[src/rtl/flag_pkg.sv]
package flag_pkg;
  localparam int FLAG_W   = 16;
  localparam int NUM_ST   = 6;
  localparam int NUM_CTL  = 3;

  // status vector index
  localparam int ST_CF = 0;
  localparam int ST_PF = 1;
  localparam int ST_AF = 2;
  localparam int ST_ZF = 3;
  localparam int ST_SF = 4;
  localparam int ST_OF = 5;

  // bit positions in the packed word, indexed by status / control index
  localparam int ST_POS  [NUM_ST]  = '{0, 2, 4, 6, 7, 11};
  localparam int CTL_POS [NUM_CTL] = '{8, 9, 10};

  typedef enum logic [1:0] {
    OPC_ADD   = 2'b00,
    OPC_SUB   = 2'b01,
    OPC_LOGIC = 2'b10,
    OPC_LOG2  = 2'b11
  } op_class_e;

  function automatic logic even_parity8(input logic [7:0] v);
    return ~(^v);
  endfunction

  function automatic logic nibble_carry(input logic a4, input logic b4, input logic r4);
    return a4 ^ b4 ^ r4;
  endfunction

  function automatic logic signed_ovf(input logic sa, input logic sb, input logic sr,
                                      input logic is_sub);
    logic sb_eff;
    sb_eff = is_sub ? ~sb : sb;
    return (sa == sb_eff) && (sr != sa);
  endfunction
endpackage

[src/rtl/flag_status_calc.sv]
module flag_status_calc
  import flag_pkg::*;
#(
  parameter int DATA_W = 16,
  parameter int BYTE_W = 8
) (
  input  logic              op_valid,
  input  logic              op_wide,
  input  logic [1:0]        op_class,
  input  logic [DATA_W-1:0] opa,
  input  logic [DATA_W-1:0] opb,
  input  logic [DATA_W-1:0] res,
  input  logic              carry_out,
  input  logic [NUM_ST-1:0] upd_en,
  output logic [NUM_ST-1:0] st_value,
  output logic [NUM_ST-1:0] st_wmask
);
  localparam int W_MSB = DATA_W - 1;
  localparam int B_MSB = BYTE_W - 1;

  logic is_logic, is_sub;
  logic sa, sb, sr, zero_res;

  assign is_logic = op_class[1];
  assign is_sub   = (op_class == OPC_SUB);
  assign sa       = op_wide ? opa[W_MSB] : opa[B_MSB];
  assign sb       = op_wide ? opb[W_MSB] : opb[B_MSB];
  assign sr       = op_wide ? res[W_MSB] : res[B_MSB];
  assign zero_res = op_wide ? (res == '0) : (res[B_MSB:0] == '0);

  always_comb begin
    st_value        = '0;
    st_value[ST_CF] = is_logic ? 1'b0 : carry_out;
    st_value[ST_PF] = even_parity8(res[7:0]);
    st_value[ST_AF] = nibble_carry(opa[4], opb[4], res[4]);
    st_value[ST_ZF] = zero_res;
    st_value[ST_SF] = sr;
    st_value[ST_OF] = is_logic ? 1'b0 : signed_ovf(sa, sb, sr, is_sub);
  end

  always_comb begin
    st_wmask = '0;
    if (op_valid) begin
      st_wmask = upd_en;
      if (is_logic) st_wmask[ST_AF] = 1'b0;
    end
  end
endmodule

[src/rtl/flag_bit_bank.sv]
module flag_bit_bank #(
  parameter int N = 6
) (
  input  logic         clk,
  input  logic         rst_n,
  input  logic [N-1:0] wmask,
  input  logic [N-1:0] wdata,
  output logic [N-1:0] q
);
  for (genvar i = 0; i < N; i++) begin : g_bit
    always_ff @(posedge clk) begin
      if (!rst_n)        q[i] <= 1'b0;
      else if (wmask[i]) q[i] <= wdata[i];
    end
  end
endmodule

[src/rtl/status_flag_word.sv]
module status_flag_word
  import flag_pkg::*;
#(
  parameter int DATA_W = 16,
  parameter int BYTE_W = 8
) (
  input  logic              clk,
  input  logic              rst_n,
  input  logic              op_valid,
  input  logic              op_wide,
  input  logic [1:0]        op_class,
  input  logic [DATA_W-1:0] opa,
  input  logic [DATA_W-1:0] opb,
  input  logic [DATA_W-1:0] res,
  input  logic              carry_out,
  input  logic [5:0]        upd_en,
  input  logic [2:0]        ctl_we,
  input  logic [2:0]        ctl_wdata,
  output logic [15:0]       flags
);
  logic [NUM_ST-1:0]  st_value, st_wmask, st_q;
  logic [NUM_CTL-1:0] ctl_q;

  flag_status_calc #(.DATA_W(DATA_W), .BYTE_W(BYTE_W)) u_calc (
    .op_valid (op_valid),
    .op_wide  (op_wide),
    .op_class (op_class),
    .opa      (opa),
    .opb      (opb),
    .res      (res),
    .carry_out(carry_out),
    .upd_en   (upd_en),
    .st_value (st_value),
    .st_wmask (st_wmask)
  );

  flag_bit_bank #(.N(NUM_ST)) u_status (
    .clk  (clk),
    .rst_n(rst_n),
    .wmask(st_wmask),
    .wdata(st_value),
    .q    (st_q)
  );

  flag_bit_bank #(.N(NUM_CTL)) u_ctl (
    .clk  (clk),
    .rst_n(rst_n),
    .wmask(ctl_we),
    .wdata(ctl_wdata),
    .q    (ctl_q)
  );

  always_comb begin
    flags = '0;
    for (int i = 0; i < NUM_ST; i++)  flags[ST_POS[i]]  = st_q[i];
    for (int j = 0; j < NUM_CTL; j++) flags[CTL_POS[j]] = ctl_q[j];
  end
endmodule

[config.mk]
export PLATFORM = sky130hd
export DESIGN_NAME = status_flag_word
export DESIGN_NICKNAME = d
export VERILOG_FILES = /design/src/rtl/flag_pkg.sv /design/src/rtl/flag_status_calc.sv /design/src/rtl/flag_bit_bank.sv /design/src/rtl/status_flag_word.sv
export SDC_FILE = /design/constraint.sdc
export NUM_CORES = 1
export LEC_CHECK = 0
export BUFFER_PORTS_ARGS = -buffer_cell sky130_fd_sc_hd__buf_4
export CAP_MARGIN = 30
export CORE_ASPECT_RATIO = 0.8
export CORE_MARGIN = 4
export CORE_UTILIZATION = 30
export CTS_CLUSTER_DIAMETER = 120
export DETAILED_ROUTE_END_ITERATION = 8
export PLACE_DENSITY = 0.86
export SLEW_MARGIN = 10
export SYNTH_ARGS = -nofsm -noshare
export SYNTH_HDL_FRONTEND = slang
export SYNTH_SLANG_ARGS = --single-unit
[constraint.sdc]
create_clock -name clk -period 1.41 [get_ports clk]
set_clock_uncertainty 0.1 [all_clocks]
set_input_delay 0.141 -clock clk [delete_from_list [all_inputs] [get_ports clk]]
set_output_delay 0.141 -clock clk [all_outputs]
set_load 0.02 [all_outputs]
# Word level (Yosys, flattened, before mapping)
# Index checks and enable logic that the tools add are counted.
[op_classes]
addsub = 0
multipliers = 0
div = 0
n_lt_le_gt_ge = 0
n_eq_ne = 3
shifts = 0
n_mux = 9
n_bitwise = 4
n_reduce_logical = 4
[ops]
columns = ["operator", "count"]
rows = [
  ["$logic_not 16->1", 1],
  ["$logic_not 8->1", 1],
  ["$mux 1", 8],
  ["$reduce_xor 8->1", 1],
  ["$mux 6", 1],
  ["$eq 2x1->1 const B", 1],
  ["$not 1->1", 2],
  ["$xor 1x1->1", 2],
  ["$eq 1x1->1", 1],
  ["$logic_and 1x1->1", 1],
  ["$ne 1x1->1", 1],
]
[totals]
reg_bits = 9
latchBits = 0
mem_bits_rw = 0
mem_bits_ro = 0
in_bits = 67
output_inout_bits = 16
word_cells = 29
mem_count = 0

# Logic depth before layout (Yosys ltp)
# Gate-level depths: netlist (run 1).
[depth]
ltp_word = 6
ltp_mapped = 6
mapped_depth_nobuf = 6

# Modules after synthesis
# A second synthesis (run 1) with hierarchy kept.
[unflattened]
cells_unflattened = 74
hier_area_um2 = 669.4
[by_module_without_submodules]
columns = ["mod", "instances", "cells_per_inst", "area_per_inst_um2", "seq_area_each_um2"]
rows = [
  ["flag_status_calc", 1, 39, 286.5, 0.0],
  ["flag_bit_bank (u_status)", 1, 18, 217.7, 120.1],
  ["flag_bit_bank (u_ctl)", 1, 9, 108.9, 60.1],
  ["status_flag_word", 1, 8, 56.3, 0.0],
]

# Worst setup path after synthesis (run 1)
# OpenSTA, ideal clock, no wires.
[synth_path]
path_type = "input -> register"
from = "input port res[6]"
to = "register u_status.q[1]"
setup_ns = 0.072
arrival_ns = 0.965
required_time_ns = 1.238
path_slack_ns = 0.272
stages = 6
n_path_buf = 0
cell_sequence = "inv_1 ha_1 xnor2_1 xnor2_1 nand3_1 a21oi_1"
[synth_between]
elab_chain_len = 2
[synth_lines]
columns = ["element", "line", "source"]
rows = [
  ["start: declaration", "status_flag_word.sv:14", "input logic [DATA_W-1:0] res,"],
  ["$reduce_xor 8->1", "flag_pkg.sv:26", "return ~(^v);"],
  ["$not 1->1", "flag_pkg.sv:26", ""],
  ["end signal: indexed assignment", "flag_bit_bank.sv:13", "else if (wmask[i]) q[i] <= wdata[i];"],
  ["end: declaration", "flag_bit_bank.sv:8", "output logic [N-1:0] q"],
]
# No other way between the ends.
# A chain may end at the register's enable or synchronous reset.

# Worst setup path in the final report (run 1)
[layout_path]
from = "input port op_class[1]"
to = "register u_status.q[5]"
[layout_between]
elab_chain_len = 5
[layout_lines]
columns = ["element", "line", "source"]
rows = [
  ["start: declaration", "status_flag_word.sv:11", "input logic [1:0] op_class,"],
  ["$eq 2x1->1", "flag_status_calc.sv:25", "assign is_sub = (op_class == OPC_SUB);"],
  ["$mux 1", "flag_pkg.sv:36", "sb_eff = is_sub ? ~sb : sb;"],
  ["$eq 1x1->1", "flag_pkg.sv:37", "return (sa == sb_eff) && (sr != sa);"],
  ["$logic_and 1x1->1", "flag_pkg.sv:37", ""],
  ["$mux 1 *", "flag_status_calc.sv:38", "st_value[ST_OF] = is_logic ? 1'b0 : signed_ovf(sa, sb, sr, is_sub);"],
]
# Every way passes the cells marked *; elsewhere a longest branch is shown, timed or not.

==> run_results.csv, run 1 <==
group,metric,value,unit
detailed_routing,vias_per_cell,4.50,
placed_design,portBuffers,49,
clock_network,cts_setup_buffers,0,
yosys,synth_top_area_share,28.7,%
yosys,synthCells,76,
clock_network,clk_path_buf_depth,2,
timing,min_period,1.06,ns
placed_design,routabilityCongestion,0.722,
timing,max_freq,0.941,GHz
pwr,pwr_density_cell,709,nW/um2
die,pin_count,83,
die,num_rows,14,
placed_design,dp_slack,0.117,ns
setup_path,path_delay_family,"buffers and inverters",
die,initial_utilization,32.6,%
clock_network,htree_levels,1,
finish,nNetsFinal,201,
setup_path,cp.arrival,1.13,ns
timing,fin_setup_tns,0,ns
clock_network,root_buffer,"clkbuf_4",
setup_path,ff2ff_setup_slack,0.61,ns
finish,drive_above_1_share,41.9,%
grt,grt_pass1_vias,716,
setup_path,r2r-end,"u_status.q[3]",
hold_path,min_delay_worst_endpoint,"u_ctl.q[2]",
setup_path,slowest_delay,0.56,ns
clock_network,cts_tree,"done",
clock_network,hold_buffers,2,
detailed_routing,wl_per_cell,11.7,um
clock_network,clock_sinks,9,
clock_network,cts.repair.resized,0,
yosys,ys.warnings.count,0,
yosys,synthDistinctLibCells,25,
detailed_routing,routed_wl,1780,um
setup_path,start_kind,"input pin",
yosys,synth_ff_type,"dfxtp_1",
hold_path,whs_path_depth,3,
yosys,yosysSeqAreaShare,28.7,%
setup_path,cp_slowest_cell,"dlygate4sd3_1",
detailed_routing,drc,0,
detailed_routing,first_iter_violations,10,
yosys,yosysTopAreaCell,"dfxtp_1",
setup_path,critPathCaptureType,"flop",
hold_path,worstHoldPathType,"input pin to flop",
pwr,p_leak,0.544,nW
yosys,synth_edf_count,0,
setup_path,cp_max_fo,4,
timing,final_hold_viol_count,0,
yosys,async_flop_share,0,%
die,die_area,2890,um2
setup_path,worst-path-buf-inv,2,
run,maxCapViolations,0,
setup_path,startpoint,"op_class[1]",
yosys,ys_top_cells_by_area,"dfxtp_1 29%, mux2i_1 9.6%, buf_4 8.4%",
yosys,synth-seq-cells,9,
setup_path,reg2reg_depth,2,
finish,area_delta_synth_final,65.3,%
timing,setup_violations,0,
grt,grt_remaining_overflow,0,
die,die_y,48.9,um
setup_path,path_cells,"buf_4, dlygate4sd3_1, o41ai_2",
timing,min_period_over_period,75.4,%
timing,fin_ws,0.347,ns
finish,diodes,0,
yosys,synthesis.area,628,um2
detailed_routing,vias,688,
yosys,syn_area_per_cell,8.26,um2
grt,grt_max_degree,10,
hold_path,hold_path.startpoint,"ctl_wdata[2]",
die,core_area,1930,um2
clock_network,clk_latency,0.26,ns
grt,grt_pass1_wl,2950,um
timing,grt_setup_unrepaired,"no",
grt,antenna_found_initial,0,
pwr,ir_worst_vdd,371,uV
timing,slew_viol_final,0,
detailed_routing,drtAntennaViolNets,0,
die,die_w,59.2,um
clock_network,clk_transition_reported_paths,0.07,ns
yosys,synth_commonest_cells,"9 x dfxtp_1, 9 x inv_1, 7 x buf_4, 7 x nand2_1",
setup_path,cp_data_required_time,1.48,ns
run_status,outcome,"completed",
placed_design,place_hpwl,1550,um
setup_path,path_class,"input pin to flop",
grt,grtUsageTotal,12.6,%
clock_network,numCtsBuffers,3,
setup_path,r2r-start,"u_status.q[3]",
detailed_routing,drt_first_pass_iters,4,
[sequential cells by signal (all words and copies together) (netlist names)]
register	cells
u_status.q	6
u_ctl.q	3
[how the worst max path moves through the flow]
stage	slack [ns]	cells after the start	end
2_1_floorplan	0.27	6	u_status.q[1]
3_3_place_gp	0.14	7	u_status.q[1]
3_5_place_dp	0.12	7	u_status.q[1]
4_1_cts	0.34	3	u_status.q[5]
5_1_grt	0.29	7	u_status.q[1]
6_report	0.35	3	u_status.q[5]
[per-layer routing]
metal,vias to the layer above,global-route usage [%],wire length (um)
met4,0,4.53,0
li1,347,-,-
met3,0,2.65,139
met5,-,0,0
met2,24,24.4,1020
met1,317,12.8,621
[cells in the final DEF, fill, tap and decap left out, types with 2 or more instances in the layout]
| cell type | Yosys | layout |
|---|---|---|
| dfxtp_1 | 9 | 9 |
| nand2_1 | 7 | 7 |
| dlygate4sd3_1 | 0 | 2 |
| nand3_1 | 2 | 2 |
| a311oi_1 | 2 | 2 |
| buf_4 | 7 | 49 |
| conb_1 | 1 | 7 |
| mux2i_1 | 6 | 6 |
| ha_1 | 4 | 4 |
| nor2_1 | 6 | 6 |
| a21oi_1 | 3 | 3 |
| inv_1 | 9 | 9 |
| nor4_1 | 2 | 2 |
| clkbuf_4 | 0 | 3 |
| xnor2_1 | 6 | 6 |
[worst register-to-register path: stages (launching register included)]
cell	delay, ns
dfxtp_1	0.33
a21oi_1	0.04
a311oi_1	0.24
[power by group]
part	switching (mW)	internal, mW
Clock	0.0923	0.109
Sequential	0.00730	0.269
Combinational	0.113	0.145
Total	0.213	0.523
[layout make-up]
class	count	area (um2)
timing repair buffer	51	388
inverter	10	37.5
tap	24	30.0
clock buffer	4	26.3
fill	188	888
multi-input combinational	55	377
sequential	9	180
[per-stage QoR]
stage / cell area [um2] / hold WS (ns) / total power, mW / std cells / utilization, %
2_1_floorplan: 651 / 0.144 / 0.423 / 82 / -
3_3_place_gp: 992 / 0.255 / 0.531 / 147 / 51.5
3_5_place_dp: 992 / 0.264 / 0.540 / 147 / 51.5
4_1_cts: 1040 / 0.0139 / 0.748 / 153 / 53.9
5_1_grt: 1040 / 0.0294 / 0.789 / 153 / 53.9
6_report: 1040 / 0.0165 / 0.736 / 153 / 53.9
[logic make-up after synthesis]
family | share of synthesized area (%)
AOI/OAI and AO/OA | 11.6
muxes | 9.56
xor gates and xnor gates | 8.37
DFF | 28.7
other | 0.597
buffers and inverters | 14.9
adders and majority gates | 7.97
and+or+nand+nor | 18.3
(Power assumes the default switching activity.)
==> run 2, diff against run 1 <==
--- a/config.mk
+++ b/config.mk
@@ -9,10 +9,10 @@
 export CAP_MARGIN = 30
 export CORE_ASPECT_RATIO = 0.8
 export CORE_MARGIN = 4
-export CORE_UTILIZATION = 30
+export CORE_UTILIZATION = 28
 export CTS_CLUSTER_DIAMETER = 120
 export DETAILED_ROUTE_END_ITERATION = 8
-export PLACE_DENSITY = 0.86
+export PLACE_DENSITY = 0.84
 export SLEW_MARGIN = 10
 export SYNTH_ARGS = -nofsm -noshare
 export SYNTH_HDL_FRONTEND = slang
==> constraint.sdc (replaced) <==
create_clock -name clk -period 0.95 [get_ports clk]
set_clock_uncertainty 0.1 [all_clocks]
set_input_delay 0.095 -clock clk [delete_from_list [all_inputs] [get_ports clk]]
set_output_delay 0.095 -clock clk [all_outputs]
set_load 0.02 [all_outputs]
==> run_results.csv, run 2 (synthesized netlist as in run 1, its figures left out) <==
group,metric,value,unit
finish,drive_above_1_share,62.5,%
setup_path,start_kind,"flop",
detailed_routing,vias_per_cell,4.64,
pwr,p_sw_share,30.7,%
finish,area_delta_synth_final,108,%
die,die_area,3070,um2
finish,largest_register,"u_status.q",
placed_design,routabilityCongestion,0.756,
setup_path,cp.arrival,0.74,ns
timing,setup_violations,0,
setup_path,worstSetupEndpoint,"flags[2]",
run,maxCapViolations,0,
setup_path,cp_slowest_cell,"dfxtp_2",
setup_path,r2r-start,"u_ctl.q[1]",
setup_path,cp_data_required_time,0.75,ns
pwr,comb_power_share,41.5,%
clock_network,clock_sinks,9,
finish,final_cell_mix,"50 x buf_4, 9 x buf_6, 9 x dfxtp_2",
finish,fill_cells,172,
hold_path,worstHoldPathType,"input pin to flop",
grt,grtUsageTotal,15.9,%
grt,antenna_found_initial,1,
run_status,outcome,"complete, but fails checks",
clock_network,root_buffer,"clkbuf_4",
setup_path,worst-path-stages,1,
timing,slew_viol_final,0,
grt,grt_use_met2,29.7,%
die,initial_utilization,29.4,%
timing,fin_hold_ws,-0.00370,ns
pwr,pwr-share-seq,33.5,%
grt,grt_pass1_vias,858,
pwr,pwr_density_cell,959,nW/um2
detailed_routing,vias,789,
die,die_w,61.0,um
setup_path,startpoint,"u_status.q[1]",
die,pin_count,83,
setup_path,ff2ff_setup_slack,0.10,ns
grt,grt_pass1_wl,3610,um
finish,final-seq-area,191,um2
clock_network,htree_levels,1,
detailed_routing,wl_per_cell,14.1,um
setup_path,reg2reg_depth,3,
clock_network,clk_path_buf_depth,2,
setup_path,critPathCaptureType,"output pin",
finish,reg_top3,"u_status.q: 6 flops, u_ctl.q: 3 flops",
clock_network,cts_tree,"done",
setup_path,worst-path-buf-inv,1,
die,num_rows,15,
grt,top_usage_layer,"met2",
placed_design,place_hpwl,1790,um
setup_path,path_class,"flop to output pin",
clock_network,numCtsBuffers,3,
detailed_routing,drc,0,
die,die_y,50.4,um
setup_path,cp_max_fo,2,
placed_design,place_area,1150,um2
die,core_area,2140,um2
pwr,p_sw,0.385,mW
grt,use_met3,2.31,%
timing,min_period,0.934,ns
detailed_routing,drt_first_pass_iters,4,
pwr,p_clk_share,25.0,%
pwr,ir_worst_vdd,620,uV
clock_network,clk_latency,0.27,ns
finish,largest_reg_flops,6,
placed_design,portBuffers,49,
setup_path,path_cells,"buf_6",
setup_path,r2r-end,"u_ctl.q[1]",
detailed_routing,drtAntennaViolNets,0,
pwr,p_int,0.869,mW
detailed_routing,routed_wl,2400,um
grt,grt_remaining_overflow,0,
run_status,violations,"negative hold slack",
clock_network,clk_transition_reported_paths,0.07,ns
finish,final_common_cell,"buf_4",
setup_path,path_delay_family,"flip-flops",
timing,final_hold_viol_count,1,
finish,design_area,1310,um2
timing,max_freq,1.07,GHz
setup_path,slowest_delay,0.35,ns
pwr,p_leak,0.629,nW
finish,multi_input_area,467,um2
grt,grt_use_met1,15.4,%
grt,grt_max_degree,10,
pwr,power,1.25,mW
detailed_routing,first_iter_violations,17,
timing,min_period_over_period,98.3,%
finish,nNetsFinal,216,
==> run 2: cell count changes in the layout (fill, tap and decap cells not counted), moves of 2 or more <==
cell,previous run,this run
ha_1,4,0
xnor2_1,6,4
inv_1,9,1
dfxtp_2,0,9
dlygate4sd3_1,2,7
ha_4,0,4
dfxtp_1,9,0
inv_2,0,6
xnor2_2,0,2
buf_6,0,9
inv_4,0,2
nor4_1,2,0
==> run 2: cell type report <==
type / count / share of cell area, %
Multi-Input combinational cell: 55 / 35.7
Timing Repair Buffer: 66 / 41.8
Sequential cell: 9 / 14.6
Clock buffer: 4 / 2.01
Tap cell: 25 / 2.39
Antenna cell: 1 / 0.191
Inverter: 10 / 3.25
==> run 2: worst reg2reg max path, cell delays in order (launching register included) <==
cell and delay (ns):
dfxtp_2 0.33, buf_4 0.13, mux2i_1 0.13, nor2_1 0.06
==> run 2: power by group through the flow <==
stage | registers [mW] | logic, mW | clock network [mW]
6_report | 0.420 | 0.521 | 0.314
5_1_grt | 0.422 | 0.558 | 0.335
4_1_cts | 0.412 | 0.496 | 0.311
3_5_place_dp | 0.419 | 0.470 | 0
3_3_place_gp | 0.417 | 0.455 | 0
2_1_floorplan | 0.444 | 0.227 | 0
==> run 2: timing repair <==
item                                   in CTS  in global routing
gates resized for setup                     3                 16
setup endpoints to repair                   3                 10
endpoints found under the hold margin       4                  0
pin swaps                                   0                  2
hold buffers                                7                  0
buffers inserted                            0                  1
gates cloned                                0                  0
==> run 2: how the worst min path moves through the flow <==
| stage | startpoint | end | slack (ns) | cells after the start |
|---|---|---|---|---|
| final | ctl_wdata[1] | u_ctl.q[1] | -0.004 | 3 |
| after global routing | rst_n | u_status.q[3] | 0.03 | 3 |
| after CTS | ctl_wdata[1] | u_ctl.q[1] | 0.02 | 3 |
| after detailed placement | upd_en[3] | u_status.q[3] | 0.22 | 2 |
| after global placement | upd_en[3] | u_status.q[3] | 0.21 | 2 |
| after floorplan | op_class[1] | u_status.q[5] | 0.1 | 1 |
==> run 2: metal layers <==
| layer | part of all wire, % | vias up |
|---|---|---|
| met5 | 0 | - |
| met4 | 3.8 | 0 |
| met3 | 5.8 | 9 |
| met2 | 55 | 32 |
| met1 | 35 | 368 |
| li1 | - | 380 |
==> run 2: stage by stage <==
| stage | setup slack [ns] | util [%] | hold slack, ns | setup TNS (ns) | std cells |
|---|---|---|---|---|---|
| floorplan | -0.0159 | - | 0.0975 | -0.0159 | 82 |
| global placement | -0.174 | 53.9 | 0.210 | -0.503 | 157 |
| detailed placement | -0.213 | 53.9 | 0.215 | -0.646 | 157 |
| CTS | 0.000819 | 58.7 | 0.0159 | 0 | 168 |
| global route | -0.0355 | 61.1 | 0.0261 | -0.0376 | 170 |
| finish | 0.0163 | 61.1 | -0.00370 | 0 | 170 |
==> run 3, diff against run 2 <==
--- a/config.mk
+++ b/config.mk
@@ -9,10 +9,10 @@
 export CAP_MARGIN = 30
 export CORE_ASPECT_RATIO = 0.8
 export CORE_MARGIN = 4
-export CORE_UTILIZATION = 28
+export CORE_UTILIZATION = 30
 export CTS_CLUSTER_DIAMETER = 120
 export DETAILED_ROUTE_END_ITERATION = 8
-export PLACE_DENSITY = 0.84
+export PLACE_DENSITY = 0.86
 export SLEW_MARGIN = 10
 export SYNTH_ARGS = -nofsm -noshare
 export SYNTH_HDL_FRONTEND = slang
==> constraint.sdc (replaced) <==
create_clock -name clk -period 1.06 [get_ports clk]
set_clock_uncertainty 0.1 [all_clocks]
set_input_delay 0.106 -clock clk [delete_from_list [all_inputs] [get_ports clk]]
set_output_delay 0.106 -clock clk [all_outputs]
set_load 0.02 [all_outputs]
==> run_results.csv, run 3 (synthesized netlist as in run 1, its figures left out) <==
group,metric,value,unit
finish,diodes,0,
pwr,p_int,0.735,mW
die,core_area,1930,um2
grt,grt_max_degree,10,
finish,design_area,1190,um2
placed_design,portBuffers,49,
pwr,pwr-share-seq,35.4,%
detailed_routing,vias_per_cell,4.43,
detailed_routing,drtAntennaViolNets,0,
setup_path,start_kind,"input pin",
placed_design,place_hpwl,1610,um
grt,grt_pass1_wl,3260,um
pwr,pwr_density_cell,877,nW/um2
setup_path,path_cells,"dlygate4sd3_1, buf_4, mux2i_1, nor2_1",
setup_path,cp_slowest_cell,"dlygate4sd3_1",
placed_design,place_area,1070,um2
placed_design,routabilityCongestion,0.667,
setup_path,path_class,"input pin to flop",
die,die_y,48.9,um
setup_path,cp.arrival,1.02,ns
pwr,p_sw_share,29.4,%
setup_path,cp_data_required_time,1.11,ns
grt,grt_pass1_vias,786,
finish,drive_above_1_share,45.5,%
setup_path,ff2ff_setup_slack,0.26,ns
clock_network,cts_tree,"done",
detailed_routing,first_iter_violations,7,
detailed_routing,vias,739,
clock_network,cts.repair.resized,0,
grt,grt_use_met2,28.1,%
run,maxCapViolations,0,
die,num_rows,14,
timing,fin_ws,0.0972,ns
setup_path,slowest_delay,0.55,ns
die,initial_utilization,32.6,%
die,pin_count,83,
clock_network,clk_latency,0.26,ns
pwr,ir_worst_vdd,568,uV
clock_network,root_buffer,"clkbuf_4",
grt,antenna_found_initial,0,
grt,grt_use_met1,14.5,%
timing,setup_violations,0,
grt,grtUsageTotal,14.7,%
pwr,power,1.04,mW
clock_network,clock_sinks,9,
finish,final_cell_mix,"56 x buf_4, 9 x dlygate4sd3_1, 9 x dfxtp_1",
detailed_routing,drt_first_pass_iters,3,
detailed_routing,drc,0,
grt,grt_remaining_overflow,0,
timing,slew_viol_final,0,
die,die_area,2890,um2
detailed_routing,routed_wl,2040,um
pwr,p_clk_share,26.3,%
placed_design,dp_slack,-0.173,ns
finish,nNetsFinal,215,
timing,max_freq,1.04,GHz
run_status,outcome,"completed",
timing,min_period_over_period,90.8,%
finish,reg_top3,"u_status.q: 6 flops, u_ctl.q: 3 flops",
grt,top_usage_layer,"met2",
grt,use_met3,4.23,%
timing,fin_hold_ws,0.0196,ns
timing,grt_setup_unrepaired,"no",
timing,fin_setup_tns,0,ns
die,die_w,59.2,um
timing,min_period,0.963,ns
setup_path,path_delay_family,"buffers and inverters",
finish,largest_reg_flops,6,
clock_network,clk_transition_reported_paths,0.06,ns
setup_path,worst-path-buf-inv,2,
finish,final_common_cell,"buf_4",
clock_network,numCtsBuffers,3,
finish,area_delta_synth_final,88.8,%
setup_path,critPathCaptureType,"flop",
setup_path,cp_max_fo,1,
pwr,comb_power_share,38.3,%
clock_network,htree_levels,1,
detailed_routing,wl_per_cell,12.2,um
clock_network,clk_path_buf_depth,2,
pwr,p_leak,0.604,nW
pwr,p_sw,0.305,mW
finish,largest_register,"u_status.q",
timing,final_hold_viol_count,0,
hold_path,worstHoldPathType,"input pin to flop",
## run 3: cell type report
type | instances | area (um2)
multi-input cells | 55 | 402
clock buffers | 4 | 26.3
inverters | 10 | 37.5
fillers | 176 | 741
flip-flops and latches | 9 | 180
well taps | 24 | 30.0
repair buffers | 65 | 510
## run 3: what timing repair did
item | 4_1_cts | 5_1_grt
setup buffers | 0 | 0
endpoints found under the hold margin | 5 | 1
hold buffers | 8 | 1
## run 3: worst paths after layout
kind                  from             to  depth (start not counted)
max              ctl_we[1]     u_ctl.q[1]                          4
min              carry_out  u_status.q[0]                          3
max reg2reg  u_status.q[3]  u_status.q[3]                          2
min reg2reg  u_status.q[0]  u_status.q[0]                          2
## run 3: per-stage QoR
stage	std cells	util (%)
after floorplan	82	-
after global placement	154	55.5
after detailed placement	154	55.5
after CTS	166	61.0
after global routing	167	61.6
final	167	61.6
## run 3: power by group through the flow
| stage | combinational [mW] | clock, mW | sequential, mW |
|---|---|---|---|
| CTS | 0.398 | 0.285 | 0.367 |
| detailed placement | 0.373 | 0 | 0.375 |
| global placement | 0.360 | 0 | 0.374 |
| global route | 0.436 | 0.310 | 0.370 |
| finish | 0.399 | 0.273 | 0.368 |
| floorplan | 0.172 | 0 | 0.398 |
## run 3: metal layers
layer	vias up	share of wire, %
li1	378	-
met1	332	35
met2	27	56
met3	2	7.3
met4	0	1.4
met5	-	0
## run 3: worst reg2reg max path, cell delays in order (launching register included)
cell and delay (ns):
dfxtp_1 0.34, a21oi_1 0.05, a311oi_1 0.23
